--- src/rtl/toe_seq_pkg.sv ---
package toe_seq_pkg;
  localparam int ADDR_W  = 4;
  localparam int REG_W   = 32;
  localparam int N_PARAM = 8;
  localparam int IDX_W   = $clog2(N_PARAM);

  localparam logic [ADDR_W-1:0] A_RST   = 4'd0;
  localparam logic [ADDR_W-1:0] A_CMD   = 4'd1;
  localparam logic [ADDR_W-1:0] A_PARAM = 4'd2;
  localparam logic [ADDR_W-1:0] A_TLEN  = 4'd10;
  localparam logic [ADDR_W-1:0] A_PLEN  = 4'd11;

  localparam logic [REG_W-1:0] CMD_SEND  = 32'd0;
  localparam logic [REG_W-1:0] CMD_CLOSE = 32'd3;

  typedef enum logic [3:0] {
    ST_IDLE, ST_PARAM, ST_CLR_RST, ST_WT_INIT, ST_WT_OPEN,
    ST_SET_TLEN, ST_SET_PLEN, ST_SEND, ST_WT_SEND,
    ST_CLOSE, ST_WT_CLOSE, ST_WT_REMOTE
  } seq_state_e;
endpackage

--- src/rtl/start_debounce.sv ---
module start_debounce #(
  parameter int DEB_CYC = 50000
) (
  input  logic clk_i,
  input  logic rst_ni,
  input  logic btn_i,
  output logic press_o
);
  localparam int CW = $clog2(DEB_CYC + 1);

  logic          s1_q, s2_q, lvl_q;
  logic [CW-1:0] cnt_q;

  always_ff @(posedge clk_i or negedge rst_ni) begin
    if (!rst_ni) begin
      s1_q    <= 1'b0;
      s2_q    <= 1'b0;
      lvl_q   <= 1'b0;
      cnt_q   <= '0;
      press_o <= 1'b0;
    end else begin
      s1_q    <= btn_i;
      s2_q    <= s1_q;
      press_o <= 1'b0;
      if (s2_q == lvl_q) begin
        cnt_q <= '0;
      end else if (cnt_q == CW'(DEB_CYC - 1)) begin
        cnt_q   <= '0;
        lvl_q   <= s2_q;
        press_o <= s2_q;
      end else begin
        cnt_q <= cnt_q + 1'b1;
      end
    end
  end
endmodule

--- src/rtl/toe_param_tbl.sv ---
module toe_param_tbl
  import toe_seq_pkg::*;
#(
  parameter logic [47:0] SRC_MAC   = 48'h00_01_02_03_04_05,
  parameter logic [31:0] SRC_IP    = 32'hC0A8_0B2A,
  parameter logic [31:0] DST_IP    = 32'hC0A8_0B19,
  parameter logic [15:0] SRC_PORT  = 16'd4000,
  parameter logic [15:0] DST_PORT  = 16'd0,
  parameter logic [31:0] RETRY_TMO = 32'd1000
) (
  input  logic [IDX_W-1:0]  idx_i,
  output logic [ADDR_W-1:0] addr_o,
  output logic [REG_W-1:0]  data_o
);
  assign addr_o = A_PARAM + ADDR_W'(idx_i);

  always_comb begin
    unique case (idx_i)
      3'd0:    data_o = SRC_MAC[31:0];
      3'd1:    data_o = {16'd0, SRC_MAC[47:32]};
      3'd2:    data_o = SRC_IP;
      3'd3:    data_o = DST_IP;
      3'd4:    data_o = {16'd0, SRC_PORT};
      3'd5:    data_o = {16'd0, DST_PORT};
      3'd6:    data_o = RETRY_TMO;
      default: data_o = '0;  // passive open
    endcase
  end
endmodule

--- src/rtl/toe_seq_fsm.sv ---
module toe_seq_fsm
  import toe_seq_pkg::*;
#(
  parameter logic [31:0] TX_LEN  = 32'd65536,
  parameter logic [31:0] PKT_LEN = 32'd1460
) (
  input  logic              clk_i,
  input  logic              rst_ni,
  input  logic              press_i,
  input  logic              conn_on_i,
  input  logic              mode_rx_i,
  input  logic              busy_i,
  input  logic [ADDR_W-1:0] par_addr_i,
  input  logic [REG_W-1:0]  par_data_i,
  output logic [IDX_W-1:0]  par_idx_o,
  output logic [ADDR_W-1:0] addr_o,
  output logic              we_o,
  output logic [REG_W-1:0]  wdata_o
);
  seq_state_e st_q, st_d;
  logic [IDX_W-1:0] idx_q;
  logic poll_q;  // rdata reflects the command register this cycle
  logic is_poll, done;

  assign is_poll = (st_q == ST_WT_INIT) || (st_q == ST_WT_SEND) || (st_q == ST_WT_CLOSE);
  assign done    = poll_q && !busy_i;

  always_comb begin
    st_d = st_q;
    unique case (st_q)
      ST_IDLE:      if (press_i) st_d = ST_PARAM;
      ST_PARAM:     if (idx_q == IDX_W'(N_PARAM - 1)) st_d = ST_CLR_RST;
      ST_CLR_RST:   st_d = ST_WT_INIT;
      ST_WT_INIT:   if (done) st_d = ST_WT_OPEN;
      ST_WT_OPEN:   if (conn_on_i) st_d = mode_rx_i ? ST_WT_REMOTE : ST_SET_TLEN;
      ST_SET_TLEN:  st_d = ST_SET_PLEN;
      ST_SET_PLEN:  st_d = ST_SEND;
      ST_SEND:      st_d = ST_WT_SEND;
      ST_WT_SEND:   if (done) st_d = ST_CLOSE;
      ST_CLOSE:     st_d = ST_WT_CLOSE;
      ST_WT_CLOSE:  if (done) st_d = ST_WT_OPEN;
      ST_WT_REMOTE: if (!conn_on_i) st_d = ST_WT_OPEN;
      default:      st_d = ST_IDLE;
    endcase
  end

  always_ff @(posedge clk_i or negedge rst_ni) begin
    if (!rst_ni) begin
      st_q   <= ST_IDLE;
      idx_q  <= '0;
      poll_q <= 1'b0;
    end else begin
      st_q   <= st_d;
      idx_q  <= (st_q == ST_PARAM) ? idx_q + 1'b1 : '0;
      poll_q <= is_poll && (st_d == st_q);
    end
  end

  assign par_idx_o = idx_q;

  always_comb begin
    we_o    = 1'b0;
    addr_o  = A_CMD;
    wdata_o = '0;
    unique case (st_q)
      ST_PARAM:    begin we_o = 1'b1; addr_o = par_addr_i; wdata_o = par_data_i; end
      ST_CLR_RST:  begin we_o = 1'b1; addr_o = A_RST;  wdata_o = '0;        end
      ST_SET_TLEN: begin we_o = 1'b1; addr_o = A_TLEN; wdata_o = TX_LEN;    end
      ST_SET_PLEN: begin we_o = 1'b1; addr_o = A_PLEN; wdata_o = PKT_LEN;   end
      ST_SEND:     begin we_o = 1'b1; addr_o = A_CMD;  wdata_o = CMD_SEND;  end
      ST_CLOSE:    begin we_o = 1'b1; addr_o = A_CMD;  wdata_o = CMD_CLOSE; end
      default:     ;
    endcase
  end
endmodule

--- src/rtl/toe_ctrl_seq.sv ---
module toe_ctrl_seq
  import toe_seq_pkg::*;
#(
  parameter int          DEB_CYC   = 50000,
  parameter logic [31:0] TX_LEN    = 32'd65536,
  parameter logic [31:0] PKT_LEN   = 32'd1460,
  parameter logic [15:0] DST_PORT  = 16'd0,
  parameter logic [31:0] RETRY_TMO = 32'd1000
) (
  input  logic        clk_i,
  input  logic        rst_ni,
  input  logic        start_btn_i,
  input  logic        mode_rx_i,
  input  logic        conn_on_i,
  output logic [3:0]  reg_addr_o,
  output logic        reg_we_o,
  output logic [31:0] reg_wdata_o,
  input  logic [31:0] reg_rdata_i
);
  logic              press;
  logic [IDX_W-1:0]  par_idx;
  logic [ADDR_W-1:0] par_addr;
  logic [REG_W-1:0]  par_data;

  start_debounce #(.DEB_CYC(DEB_CYC)) u_deb (
    .clk_i(clk_i), .rst_ni(rst_ni), .btn_i(start_btn_i), .press_o(press)
  );

  toe_param_tbl #(.DST_PORT(DST_PORT), .RETRY_TMO(RETRY_TMO)) u_tbl (
    .idx_i(par_idx), .addr_o(par_addr), .data_o(par_data)
  );

  toe_seq_fsm #(.TX_LEN(TX_LEN), .PKT_LEN(PKT_LEN)) u_fsm (
    .clk_i(clk_i), .rst_ni(rst_ni), .press_i(press),
    .conn_on_i(conn_on_i), .mode_rx_i(mode_rx_i), .busy_i(reg_rdata_i[0]),
    .par_addr_i(par_addr), .par_data_i(par_data), .par_idx_o(par_idx),
    .addr_o(reg_addr_o), .we_o(reg_we_o), .wdata_o(reg_wdata_o)
  );
endmodule

--- config.mk ---
export PLATFORM = sky130hd
export DESIGN_NAME = toe_ctrl_seq
export DESIGN_NICKNAME = d
export VERILOG_FILES = /design/src/rtl/toe_seq_pkg.sv /design/src/rtl/start_debounce.sv /design/src/rtl/toe_param_tbl.sv /design/src/rtl/toe_seq_fsm.sv /design/src/rtl/toe_ctrl_seq.sv
export SDC_FILE = /design/constraint.sdc
export NUM_CORES = 1
export LEC_CHECK = 0
export BUFFER_PORTS_ARGS = -buffer_cell sky130_fd_sc_hd__buf_2
export CAP_MARGIN = 0
export CORE_UTILIZATION = 29
export DETAILED_ROUTE_END_ITERATION = 8
export GPL_TIMING_DRIVEN = 0
export SKIP_LAST_GASP = 1
export SYNTH_ARGS = -nofsm -noshare
export SYNTH_HDL_FRONTEND = slang
export SYNTH_SLANG_ARGS = --single-unit
--- constraint.sdc ---
create_clock -name clk_i -period 3.6 [get_ports clk_i]
set_clock_uncertainty 0.2 [all_clocks]
set_input_delay 0.54 -clock clk_i [delete_from_list [all_inputs] [get_ports clk_i]]
set_output_delay 0.54 -clock clk_i [all_outputs]
set_load 0.02 [all_outputs]
* After elaboration in Yosys (flattened, before gate mapping) *
Index checks and enable logic that the tools add are counted.

word-level totals
  register bits after elaboration = 28
  bits in latches = 0
  bits in writable memories = 0
  memory bits (read-only) = 0
  bits of input ports = 37
  output and inout port bits = 37
  word-level logic and storage cells = 59
  memories = 0

cells by class
  add/sub/neg operators = 3
  multiply operators = 0
  divide/modulo/power cells = 0
  order comparisons = 0
  eq/ne operators = 20
  shift operators = 0
  mux-type cells = 17
  bitwise logic cells = 1
  reductions and logical operators = 10

operators with widths
  operator                                              count
  one-hot mux 32 bit (6 select lines)                   1
  one-hot mux 32 bit (4 select lines)                   1
  one-hot mux 4 bit (11 select lines)                   1
  two-way mux 16 bit                                    2
  two-way mux 4 bit                                     7
  adder 16 x 1 -> 16 bit (second input constant)        1
  equality test 16 bit (second input constant)          1
  equality test 4 x 3 -> 1 bit (second input constant)  4
  equality test 4 bit (second input constant)           4
  one-hot mux 4 bit (4 select lines)                    1
  equality test 3 bit (second input constant)           3
  equality test 4 x 2 -> 1 bit (second input constant)  2
  equality test 3 x 2 -> 1 bit (second input constant)  2
  OR reduction 6 bit                                    1
  adder 2 x 3 -> 4 bit (first input constant)           1
  equality test 4 x 1 -> 1 bit (second input constant)  1
  equality test 4 bit                                   1
  zero test 4 bit                                       1
  adder 3 x 1 -> 3 bit (second input constant)          1
  equality test 3 x 1 -> 1 bit (second input constant)  1
  zero test 3 bit                                       1
  two-way mux 1 bit                                     3
  two-way mux 3 bit                                     1
  logical AND 1 bit                                     2
  6 further kinds                                       7

* Longest topological paths before layout *
Gate-level depths: netlist of run 1.

  word-level depth = 6
  depth in mapped cells = 7

* Modules after synthesis *
A second synthesis of run 1 with hierarchy kept.

second synthesis, totals
  cells, all modules = 237
  area, all modules = 2,059.5 um^2

modules (own cells, without submodules)
  module          times used  cells each  area each (um^2)  seq. area each (um^2)
  start_debounce  1           91          968.4             500.5
  toe_seq_fsm     1           107         827.0             200.2
  toe_param_tbl   1           39          264.0             0.0

* Worst setup path before layout of run 1 *
OpenSTA, ideal clock, no wires.

  kind = register to output
  start point = reg u_fsm.st_q[1]
  end point = out reg_wdata_o[5]
  arrival time = 1.840 ns
  path slack = 1.020 ns
  stages on the path, launching flop included = 4
  path buffers = 0
  cell sequence = dfrtp_1 > nand2b_1 > or3_1 > o41ai_1

between the ends
  cells in the longest elaborated chain, start to end = 2
  elaborated cells on any way between the ends = 5
  classes of those cells = 4 x eq/ne; 1 x mux

RTL lines
  what                                         line                text
  start, declared                              toe_seq_fsm.sv:20   seq_state_e st_q, st_d;
  start signal, assigned                       toe_seq_fsm.sv:53   st_q <= st_d;
  equality test 4 bit (tied with other cells)  toe_seq_fsm.sv:65   unique case (st_q)
  one-hot mux 32 bit (4 select lines) *        toe_seq_fsm.sv:65
  end, declared                                toe_ctrl_seq.sv:17  output logic [31:0] reg_wdata_o,

Every way passes the cells marked *; elsewhere a longest branch is shown, timed or not.

* Worst setup path after layout of run 1 *
  start point = reg u_fsm.idx_q[2] (netlist: u_fsm.par_idx_o[2])
  end point = out reg_wdata_o[25]

between the ends
  cells in the longest elaborated chain, start to end = 3
  elaborated cells on any way between the ends = 8
  classes of those cells = 5 x eq/ne; 2 x mux; 1 x reduce/logical

RTL lines
  what                                         line                 text
  start, declared                              toe_seq_fsm.sv:21    logic [IDX_W-1:0] idx_q;
  start signal, assigned                       toe_seq_fsm.sv:54    idx_q <= (st_q == ST_PARAM) ? idx_q + 1'b1 : '0;
  equality test 3 bit (tied with other cells)  toe_param_tbl.sv:18  unique case (idx_i)
  one-hot mux 32 bit (6 select lines) *        toe_param_tbl.sv:18
  one-hot mux 32 bit (4 select lines) *        toe_seq_fsm.sv:65

Marks and branches as above.

==> flow_summary_export.csv, run 1 <==
group,metric,value,unit
worst_setup_path,critical-path-top-delay-family,"buffers and inverters",
detailed_routing,vias_per_cell,4.74,
global_routing,antenna_found_initial,0,
yosys,synth_top_area_share,36.5,%
yosys,yosys-top-cells-area,"dfrtp_1, buf_4, ha_1",
power,p_leak,1.15,nW
worst_setup_path,crit_required,2.86,ns
worst_setup_path,worst_path_largest_cell_delay,0.47,ns
layout,finalCoreUtilization,35.7,%
worst_setup_path,cp-start-kind,"flip-flop",
worst_setup_path,cp-end-kind,"output pin",
floorplan,dieArea,0.00695,mm2
timing,final_max_slew_viol_count,0,
detailed_routing,route.met3.wl,208,um
detailed_routing,wl_met1,1920,um
yosys,ys_types,48,
power,power_density,588,mW/mm2
timing,fin_ws,0.682,ns
clock_network,clock_sinks,28,
worst_setup_path,crit_cells,7,
layout,n_fill_cell,660,
worst_setup_path,crit_slowest_cell,"dfrtp_1",
run_status,outcome,"complete, no violations",
floorplan,die_h,83.4,um
yosys,synthFlopType,"dfrtp_1",
detailed_routing,first_pass_iters,4,
yosys,synth-edff-count,0,
timing,hold_viol,0,
floorplan,rows,29,
floorplan,core_area,0.00639,mm2
timing,max_slew.worst_pin.slew,0.606,ns
clock_network,cts_hold_buf,0,
timing,max_freq,343,MHz
clock_network,cts_buffers,3,
global_routing,grt_pass1_wl,6590,um
placed_design,gp_routability_congestion,0.833,
yosys,ys_seq_area_share,36.5,%
power,vdd_drop_max,0.000395,V
layout,antennaDiodeCount,0,
global_routing,grt_max_degree,29,
clock_network,cts.clk_slew.worst_paths,0.10,ns
detailed_routing,drtAntennaViolNets,0,
detailed_routing,dr_wl_met2,1750,um
clock_network,clockRootBuffer,"clkbuf_8",
worst_setup_path,r2r_cells,7,
worst_setup_path,crit_chain,"inv_1 -> mux2i_1 -> o21ai_1 -> or3_1 -> inv_1 -> buf_4 -> buf_2",
worst_setup_path,cpMostUsedCell,"inv_1",
detailed_routing,drc,0,
clock_network,tritoncts,"done",
placed_design,hpwl,2920,um
placed_design,io_buffers,30,
detailed_routing,wl,3910,um
timing,period_minus_slack,2.92,ns
worst_setup_path,r2r_start,"u_deb.cnt_q[0]",
yosys,synth_largest_area_cell,"dfrtp_1",
clock_network,cts_max_path_buffers,2,
timing,setup_viol,0,
worst_setup_path,crit_fanout,8,
yosys,ys_seq_elements,28,
yosys,synth.most_common_cell,"dfrtp_1",
yosys,async_flop_share,100,%
clock_network,postCtsSetupBuffers,0,
worst_hold_path,hold_class,"primary input to asynchronous set/reset pin",
worst_setup_path,crit_type,"flip-flop to output pin",
timing,slew_headroom,59.6,%
detailed_routing,wire_per_inst,11.3,um
floorplan,start_util,30.1,%
global_routing,grt-ovfl-total,0,
yosys,synth_cells,224,
timing,rsz0062_at_grt,"false",
yosys,avgSynthCellArea,8.57,um2
detailed_routing,highest_layer,"met4",
timing,setup_tns,0,ns
worst_setup_path,path_buf_inv,4,
global_routing,track_usage,11.4,%
floorplan,io_pins,74,
worst_setup_path,cp.arrival,2.18,ns
global_routing,grt_pass1_vias,1447,
layout,area_growth,18.7,%
detailed_routing,drtIter0Drc,97,
detailed_routing,vias,1640,
placed_design,dpl_worst_slack,0.989,ns
clock_network,cts_resized,0,
clock_network,ctsHtreeMaxLevel,1,
layout,final_layout_size_suffix_gt1_share,23.0,%
yosys,syn_area,0.00192,mm2
timing,period_share,81.1,%
floorplan,die-width,83.4,um
yosys,ys_top_cells_by_count,"dfrtp_1, nor2_1, nand2_1",
yosys,yosysWarningCount,0,
run,drv_cap,0,
clock_network,clkLatencyLatePin,0.27,ns
worst_setup_path,setup.worst_path.start,"u_fsm.par_idx_o[2]",
layout,final_nets,317,
[through the flow]
step                total power, mW  std cells  hold slack, ns  instance area, um2
floorplan                     0.908        235          0.0444                1960
global placement               1.09        342           0.134                2210
detailed placement             1.10        342           0.140                2210
CTS                            1.35        346          0.0835                2280
global route                   1.45        346           0.115                2280
finish                         1.34        346          0.0654                2280
[placed cells by master, fill, tap and decap left out, types with 2 or more instances in the layout]
cell type  instances
buf_2             33
dfrtp_1           28
nor2_1            25
nand2_1           20
buf_4             17
o21ai_0           12
conb_1            12
inv_1             10
ha_1              10
a21oi_1            8
xor2_1             8
clkbuf_1           7
nand3_1            7
xnor2_1            7
nor2b_1            6
nor3_1             6
and3_1             5
nand2b_1           4
or3_1              3
and2_1             3
a211oi_1           3
nand4_1            3
clkbuf_8           3
mux2_2             2
a2bb2oi_1          2
[final timing paths]
kind / slack [ns] / end
worst max-delay path: 0.68 / reg_wdata_o[25]
worst min-delay path: 0.07 / u_deb.cnt_q[12]
worst max register to register: 1.54 / u_deb.cnt_q[8]
worst min register to register: 0.16 / u_deb.s2_q
max in group asynchronous: 2.74 / u_deb.press_o
min in group clk_i: 0.16 / u_deb.s2_q
[kinds of logic after synthesis]
logic type	synth area share [%]
adders and majority gates	6.52
other	0.195
buffers and inverters	11.0
DFF	36.5
and+or+nand+nor	25.4
AOI/OAI and AO/OA	11.9
xor gates and xnor gates	6.85
muxes	1.69
[power breakdown]
group | leakage (nW) | total (mW) | switching, mW | internal, mW
sequential | 0.378 | 0.399 | 0.0473 | 0.351
clock | 0.0357 | 0.246 | 0.0973 | 0.149
combinational | 0.740 | 0.696 | 0.447 | 0.249
total | 1.15 | 1.34 | 0.591 | 0.749
[flip-flops by register name (all words and copies together) (netlist names)]
register and flops:
u_deb.cnt_q 16, u_deb.lvl_q 1, u_deb.press_o 1, u_deb.s1_q 1, u_deb.s2_q 1, u_fsm.par_idx_o 3
u_fsm.poll_q 1, u_fsm.st_q 4
[metal layers]
metal | up-vias | global-route usage (%)
met5 | - | 0
met4 | 0 | 2.82
met3 | 4 | 2.78
met2 | 46 | 18.0
met1 | 763 | 15.6
li1 | 827 | -
[area by class of cell]
class	count	area (um2)	share of cell area (%)
Timing Repair Buffer	30	150	6.59
Tap cell	77	96.3	4.23
Inverter	10	37.5	1.65
Multi-Input combinational cell	169	1050	46.1
Buffer	28	173	7.58
Clock buffer	3	41.3	1.81
Clock inverter	1	30.0	1.32
Sequential cell	28	701	30.8
[worst reg2reg max path, cell delays in order (launching register included)]
cell and delay (ns):
dfrtp_1 0.39, ha_1 0.19, and3_1 0.16, clkbuf_1 0.20, nand4_1 0.22, nand2_1 0.25
buf_2 0.26, nor2_1 0.08
Note: power is estimated with default switching activity, not from simulation.
==> inputs of run 2 (changes only) <==
==> constraint.sdc (replaced) <==
create_clock -name clk_i -period 2.6 [get_ports clk_i]
set_clock_uncertainty 0.2 [all_clocks]
set_input_delay 0.39 -clock clk_i [delete_from_list [all_inputs] [get_ports clk_i]]
set_output_delay 0.39 -clock clk_i [all_outputs]
set_load 0.02 [all_outputs]
==> run 2 against run 1 <==
  * Combinational power up 49%
  * Cell area up 4.0%
  * Critical path type unchanged
  * Clock-buffer cell count unchanged
  * Critical path depth down 3
==> flow_summary_export.csv, run 2 (same netlist as run 1, synthesis figures left out) <==
group,metric,value,unit
global_routing,grt_max_degree,29,
power,total_power,1.95,mW
worst_setup_path,r2r_start,"u_deb.cnt_q[0]",
timing,period_minus_slack,2.53,ns
detailed_routing,drtAntennaViolNets,0,
layout,mostFrequentLayoutCells,"buf_2, nor2_1, dfrtp_1",
detailed_routing,wire_per_inst,11.3,um
global_routing,grt_pass1_wl,6630,um
global_routing,grt-ovfl-total,0,
clock_network,clock_sinks,28,
detailed_routing,drtIter0Drc,79,
placed_design,gp_routability_congestion,0.833,
clock_network,cts_buffers,3,
run,drv_cap,0,
worst_hold_path,hp-start,"u_deb.s1_q",
worst_setup_path,r2r_setup_slack,0.53,ns
global_routing,antenna_found_initial,0,
timing,slew_headroom,59.5,%
worst_setup_path,worst_path_largest_cell_delay,0.46,ns
timing,setup_viol,0,
worst_hold_path,hold_class,"flip-flop to flip-flop",
clock_network,ctsHtreeMaxLevel,1,
clock_network,clockRootBuffer,"clkbuf_8",
worst_hold_path,min_to,"u_deb.s2_q",
layout,final_common_cell,"buf_2",
detailed_routing,first_pass_iters,4,
layout,largest_reg_flops,16,
detailed_routing,vias,1658,
worst_setup_path,r2r_cells,7,
worst_setup_path,crit_type,"flip-flop to output pin",
layout,final_layout_size_suffix_gt1_share,28.4,%
worst_setup_path,setup.worst_path.start,"u_fsm.st_q[3]",
detailed_routing,wl,3970,um
power,p_leak,1.19,nW
clock_network,cts.clk_slew.worst_paths,0.10,ns
timing,max_freq,395,MHz
run_status,outcome,"complete, no violations",
clock_network,tritoncts,"done",
floorplan,io_pins,74,
worst_setup_path,cp.arrival,1.94,ns
clock_network,clkLatencyLatePin,0.27,ns
worst_setup_path,r2r_end,"u_deb.cnt_q[8]",
timing,rsz0062_at_grt,"true",
detailed_routing,vias_per_cell,4.71,
floorplan,start_util,30.1,%
detailed_routing,drc,0,
timing,period_share,97.4,%
floorplan,die_h,83.4,um
worst_setup_path,cp-start-kind,"flip-flop",
layout,final_nets,323,
worst_setup_path,crit_slowest_cell,"dfrtp_2",
power,vdd_drop_max,0.000548,V
power,power_density,821,mW/mm2
timing,hold_viol,0,
floorplan,rows,29,
placed_design,io_buffers,30,
global_routing,grt_pass1_vias,1450,
clock_network,cts_max_path_buffers,2,
worst_setup_path,cp-end-kind,"output pin",
floorplan,die-width,83.4,um
timing,max_slew.worst_pin.slew,0.607,ns
layout,regMostFlops,"u_deb.cnt_q",
layout,area_growth,23.5,%
timing,timing.hold.ws,0.160,ns
worst_setup_path,crit_required,2.01,ns
worst_setup_path,crit_fanout,10,
worst_setup_path,crit_chain,"clkbuf_2 -> or3_1 -> o41ai_2 -> buf_2",
placed_design,hpwl,2920,um
global_routing,track_usage,11.5,%
floorplan,dieArea,0.00695,mm2
layout,antennaDiodeCount,0,
worst_hold_path,whs_path_depth,0,
floorplan,core_area,0.00639,mm2
timing,final_max_slew_viol_count,0,
[run 2: cell types whose count changed in the layout (fill, tap and decap cells not counted), moves of 2 or more]
cell,before,now
clkbuf_2,0,2
dfrtp_1,28,24
dlygate4sd3_1,0,2
buf_4,17,20
dfrtp_2,0,4
inv_1,10,8
[run 2: worst max path at each step]
| stage | end | slack (ns) | depth (start not counted) |
|---|---|---|---|
| 4_1_cts | reg_wdata_o[25] | -0.01 | 7 |
| 3_5_place_dp | reg_wdata_o[25] | 0.14 | 7 |
| 5_1_grt | reg_wdata_o[25] | -0.01 | 7 |
| 6_report | reg_wdata_o[5] | 0.07 | 4 |
| 3_3_place_gp | reg_wdata_o[25] | 0.13 | 7 |
| 2_1_floorplan | reg_wdata_o[5] | 0.17 | 3 |
[run 2: metal layers]
metal	vias to the layer above	share of wire [%]	routed length [um]	track usage (%)
met1	758	48	1920	15.7
met5	-	0	0	0
li1	844	-	-	-
met3	4	5.5	220	2.78
met2	52	45	1800	18.2
met4	0	0.63	25	2.82
[run 2: worst max-delay path: cells and delay by family (launching register included)]
| family | cells | cell delay [ns] |
|---|---|---|
| AOI/OAI and AO/OA | 1 | 0.35 |
| buffers and inverters | 2 | 0.41 |
| DFF | 1 | 0.46 |
| and+or+nand+nor | 1 | 0.45 |
[run 2: report_power, final]
group	internal [mW]	total [mW]	switching, mW
Combinational	0.402	1.04	0.642
Clock	0.206	0.342	0.136
Sequential	0.491	0.559	0.0677
[run 2: per-stage QoR]
step | area, um2 | cells | setup TNS [ns] | utilization [%] | worst slack (ns)
3_3_place_gp | 2210 | 342 | 0 | 34.6 | 0.128
6_report | 2370 | 352 | 0 | 37.1 | 0.0684
4_1_cts | 2310 | 348 | -0.0119 | 36.2 | -0.0119
5_1_grt | 2370 | 352 | -0.0238 | 37.1 | -0.0100
3_5_place_dp | 2210 | 342 | 0 | 34.6 | 0.139
2_1_floorplan | 1960 | 235 | 0 | - | 0.170
[run 2: layout make-up]
cell class / count / area [um2]
timing repair buffer: 36 / 204
inverter: 10 / 40.0
fill: 649 / 4020
multi-input combinational: 169 / 1080
clock buffer: 3 / 41.3
sequential: 28 / 706
buffer: 28 / 175
tap: 77 / 96.3
clock inverter: 1 / 30.0
[run 2: what timing repair did]
action                     CTS  global route
buffers inserted             1             3
hold endpoints to repair    28             1
pin swaps                    1             1
setup endpoints to repair    5             6
hold buffers                 1             1
gates resized for setup      7             8
==> inputs of run 3 (changes only) <==
==> constraint.sdc (replaced) <==
create_clock -name clk_i -period 2.63 [get_ports clk_i]
set_clock_uncertainty 0.2 [all_clocks]
set_input_delay 0.3945 -clock clk_i [delete_from_list [all_inputs] [get_ports clk_i]]
set_output_delay 0.3945 -clock clk_i [all_outputs]
set_load 0.02 [all_outputs]
==> run 3 against run 2 <==
  * Via count about the same
  * Worst setup slack improved by 0.028 ns
  * First-iteration DRC count is the same
  * Largest cell class unchanged
  * Final cell count did not move
  * Routed wire length grew 0.10%
  * Non-clock buffer count is the same
  * Clock-buffer cell count did not move
==> flow_summary_export.csv, run 3 (same netlist as run 1, synthesis figures left out) <==
group,metric,value,unit
power,p_comb_share,53.5,%
detailed_routing,drc,0,
power,p_leak,1.19,nW
global_routing,grt_pass1_wl,6650,um
timing,period_minus_slack,2.53,ns
power,p_switching,0.833,mW
run,drv_cap,0,
clock_network,ctsHtreeMaxLevel,1,
floorplan,core_area,0.00639,mm2
global_routing,antenna_found_initial,0,
worst_setup_path,r2r_cells,7,
clock_network,clockRootBuffer,"clkbuf_8",
detailed_routing,vias,1657,
layout,n_fill_cell,649,
worst_setup_path,cp.arrival,1.94,ns
clock_network,tritoncts,"done",
worst_setup_path,r2r_setup_slack,0.56,ns
placed_design,place_inst,342,
timing,setup_viol,0,
global_routing,grt_max_degree,29,
timing,max_freq,395,MHz
worst_setup_path,worst_path_largest_cell_delay,0.46,ns
worst_setup_path,crit_chain,"clkbuf_2 -> or3_1 -> o41ai_2 -> buf_2",
layout,largest_reg_flops,16,
layout,layout.cells.non_filler,352,
worst_setup_path,cp-start-kind,"flip-flop",
global_routing,grt_pass1_vias,1454,
floorplan,rows,29,
worst_setup_path,critical-path-top-delay-family,"flip-flops",
power,switching_share,43.6,%
detailed_routing,wire_per_inst,11.3,um
layout,regMostFlops,"u_deb.cnt_q",
layout,final_common_cell,"buf_2",
worst_hold_path,whs_path_depth,0,
timing,slew_headroom,59.5,%
detailed_routing,first_pass_iters,4,
layout,final_layout_size_suffix_gt1_share,28.0,%
placed_design,io_buffers,30,
power,vdd_drop_max,0.000541,V
floorplan,die_h,83.4,um
clock_network,clock_sinks,28,
timing,period_share,96.3,%
power,power_density,809,mW/mm2
timing,timing.hold.ws,0.160,ns
worst_setup_path,r2r_end,"u_deb.cnt_q[8]",
global_routing,grt-ovfl-total,0,
placed_design,gp_routability_congestion,0.833,
layout,mostFrequentLayoutCells,"buf_2, nor2_1, dfrtp_1",
detailed_routing,vias_per_cell,4.71,
timing,final_max_slew_viol_count,0,
timing,max_slew.worst_pin.slew,0.607,ns
floorplan,start_util,30.1,%
floorplan,dieArea,0.00695,mm2
layout,finalCoreUtilization,37.0,%
clock_network,cts_buffers,3,
floorplan,die-width,83.4,um
power,seq_power_share,28.9,%
detailed_routing,drtAntennaViolNets,0,
worst_setup_path,cp-end-kind,"output pin",
layout,area_growth,23.2,%
global_routing,track_usage,11.5,%
floorplan,io_pins,74,
clock_network,cts_max_path_buffers,2,
detailed_routing,drtIter0Drc,79,
layout,antennaDiodeCount,0,
worst_setup_path,path_buf_inv,2,
power,internal-power,1.08,mW
worst_hold_path,min_to,"u_deb.s2_q",
worst_setup_path,r2r_start,"u_deb.cnt_q[0]",
worst_setup_path,crit_type,"flip-flop to output pin",
placed_design,hpwl,2920,um
timing,rsz0062_at_grt,"true",
timing,setup_tns,0,ns
layout,final_nets,323,
clock_network,clkLatencyLatePin,0.27,ns
worst_setup_path,crit_required,2.04,ns
timing,hold_viol,0,
detailed_routing,wl,3980,um
worst_hold_path,hold_class,"flip-flop to flip-flop",
worst_setup_path,crit_slowest_cell,"dfrtp_2",
run_status,outcome,"complete, no violations",
clock_network,cts.clk_slew.worst_paths,0.10,ns
worst_setup_path,crit_fanout,10,
worst_hold_path,hp-start,"u_deb.s1_q",
power,p_clk_share,17.6,%
==> run 3: area by class of cell <==
type                    count  area [um2]  share of cell area, %
multi-input cells         169        1070                   45.3
flip-flops and latches     28         706                   29.8
repair buffers             36         204                   8.62
plain buffers              28         175                   7.41
well taps                  77        96.3                   4.07
clock buffers               3        41.3                   1.75
inverters                  10        40.0                   1.69
clock inverters             1        30.0                   1.27
==> run 3: per-layer routing <==
layer	track usage (%)	routed length, um	up-vias	share of wire (%)
li1	-	-	843	-
met1	15.8	1930	758	49
met2	18.2	1800	52	45
met3	2.78	217	4	5.5
met4	2.82	25	0	0.63
met5	0	0	-	0
==> run 3: worst max-delay path by stage <==
| stage | from | end | slack (ns) | cells after the start |
|---|---|---|---|---|
| 2_1_floorplan | u_fsm.st_q[1] | reg_wdata_o[5] | 0.20 | 3 |
| 3_3_place_gp | u_fsm.par_idx_o[2] | reg_wdata_o[25] | 0.15 | 7 |
| 3_5_place_dp | u_fsm.par_idx_o[2] | reg_wdata_o[25] | 0.16 | 7 |
| 4_1_cts | u_fsm.par_idx_o[2] | reg_wdata_o[25] | 0.001 | 7 |
| 5_1_grt | u_fsm.st_q[1] | reg_wdata_o[25] | -0.01 | 7 |
| 6_report | u_fsm.st_q[3] | reg_wdata_o[5] | 0.1 | 4 |
==> run 3: timing repair <==
item                                    CTS  global route
gates resized for setup                   5            10
cloned                                    0             0
pin swaps                                 1             1
hold endpoints to repair                 28             1
buffers inserted                          1             3
hold buffers                              1             1
endpoints found under the setup margin    4             8
==> run 3: through the flow <==
stage          worst slack (ns)  power, mW  area, um2
2_1_floorplan             0.196       1.24       1960
4_1_cts                 0.00139       1.88       2300
5_1_grt                 -0.0107       2.07       2360
3_3_place_gp              0.154       1.50       2210
6_report                 0.0961       1.91       2360
3_5_place_dp              0.165       1.50       2210
==> run 3: power by group through the flow <==
stage | logic [mW] | registers (mW) | clock network (mW)
after floorplan | 0.705 | 0.538 | 0
final | 1.02 | 0.552 | 0.337
after global routing | 1.13 | 0.562 | 0.373
after global placement | 0.947 | 0.551 | 0
after detailed placement | 0.949 | 0.555 | 0
after CTS | 0.974 | 0.551 | 0.353
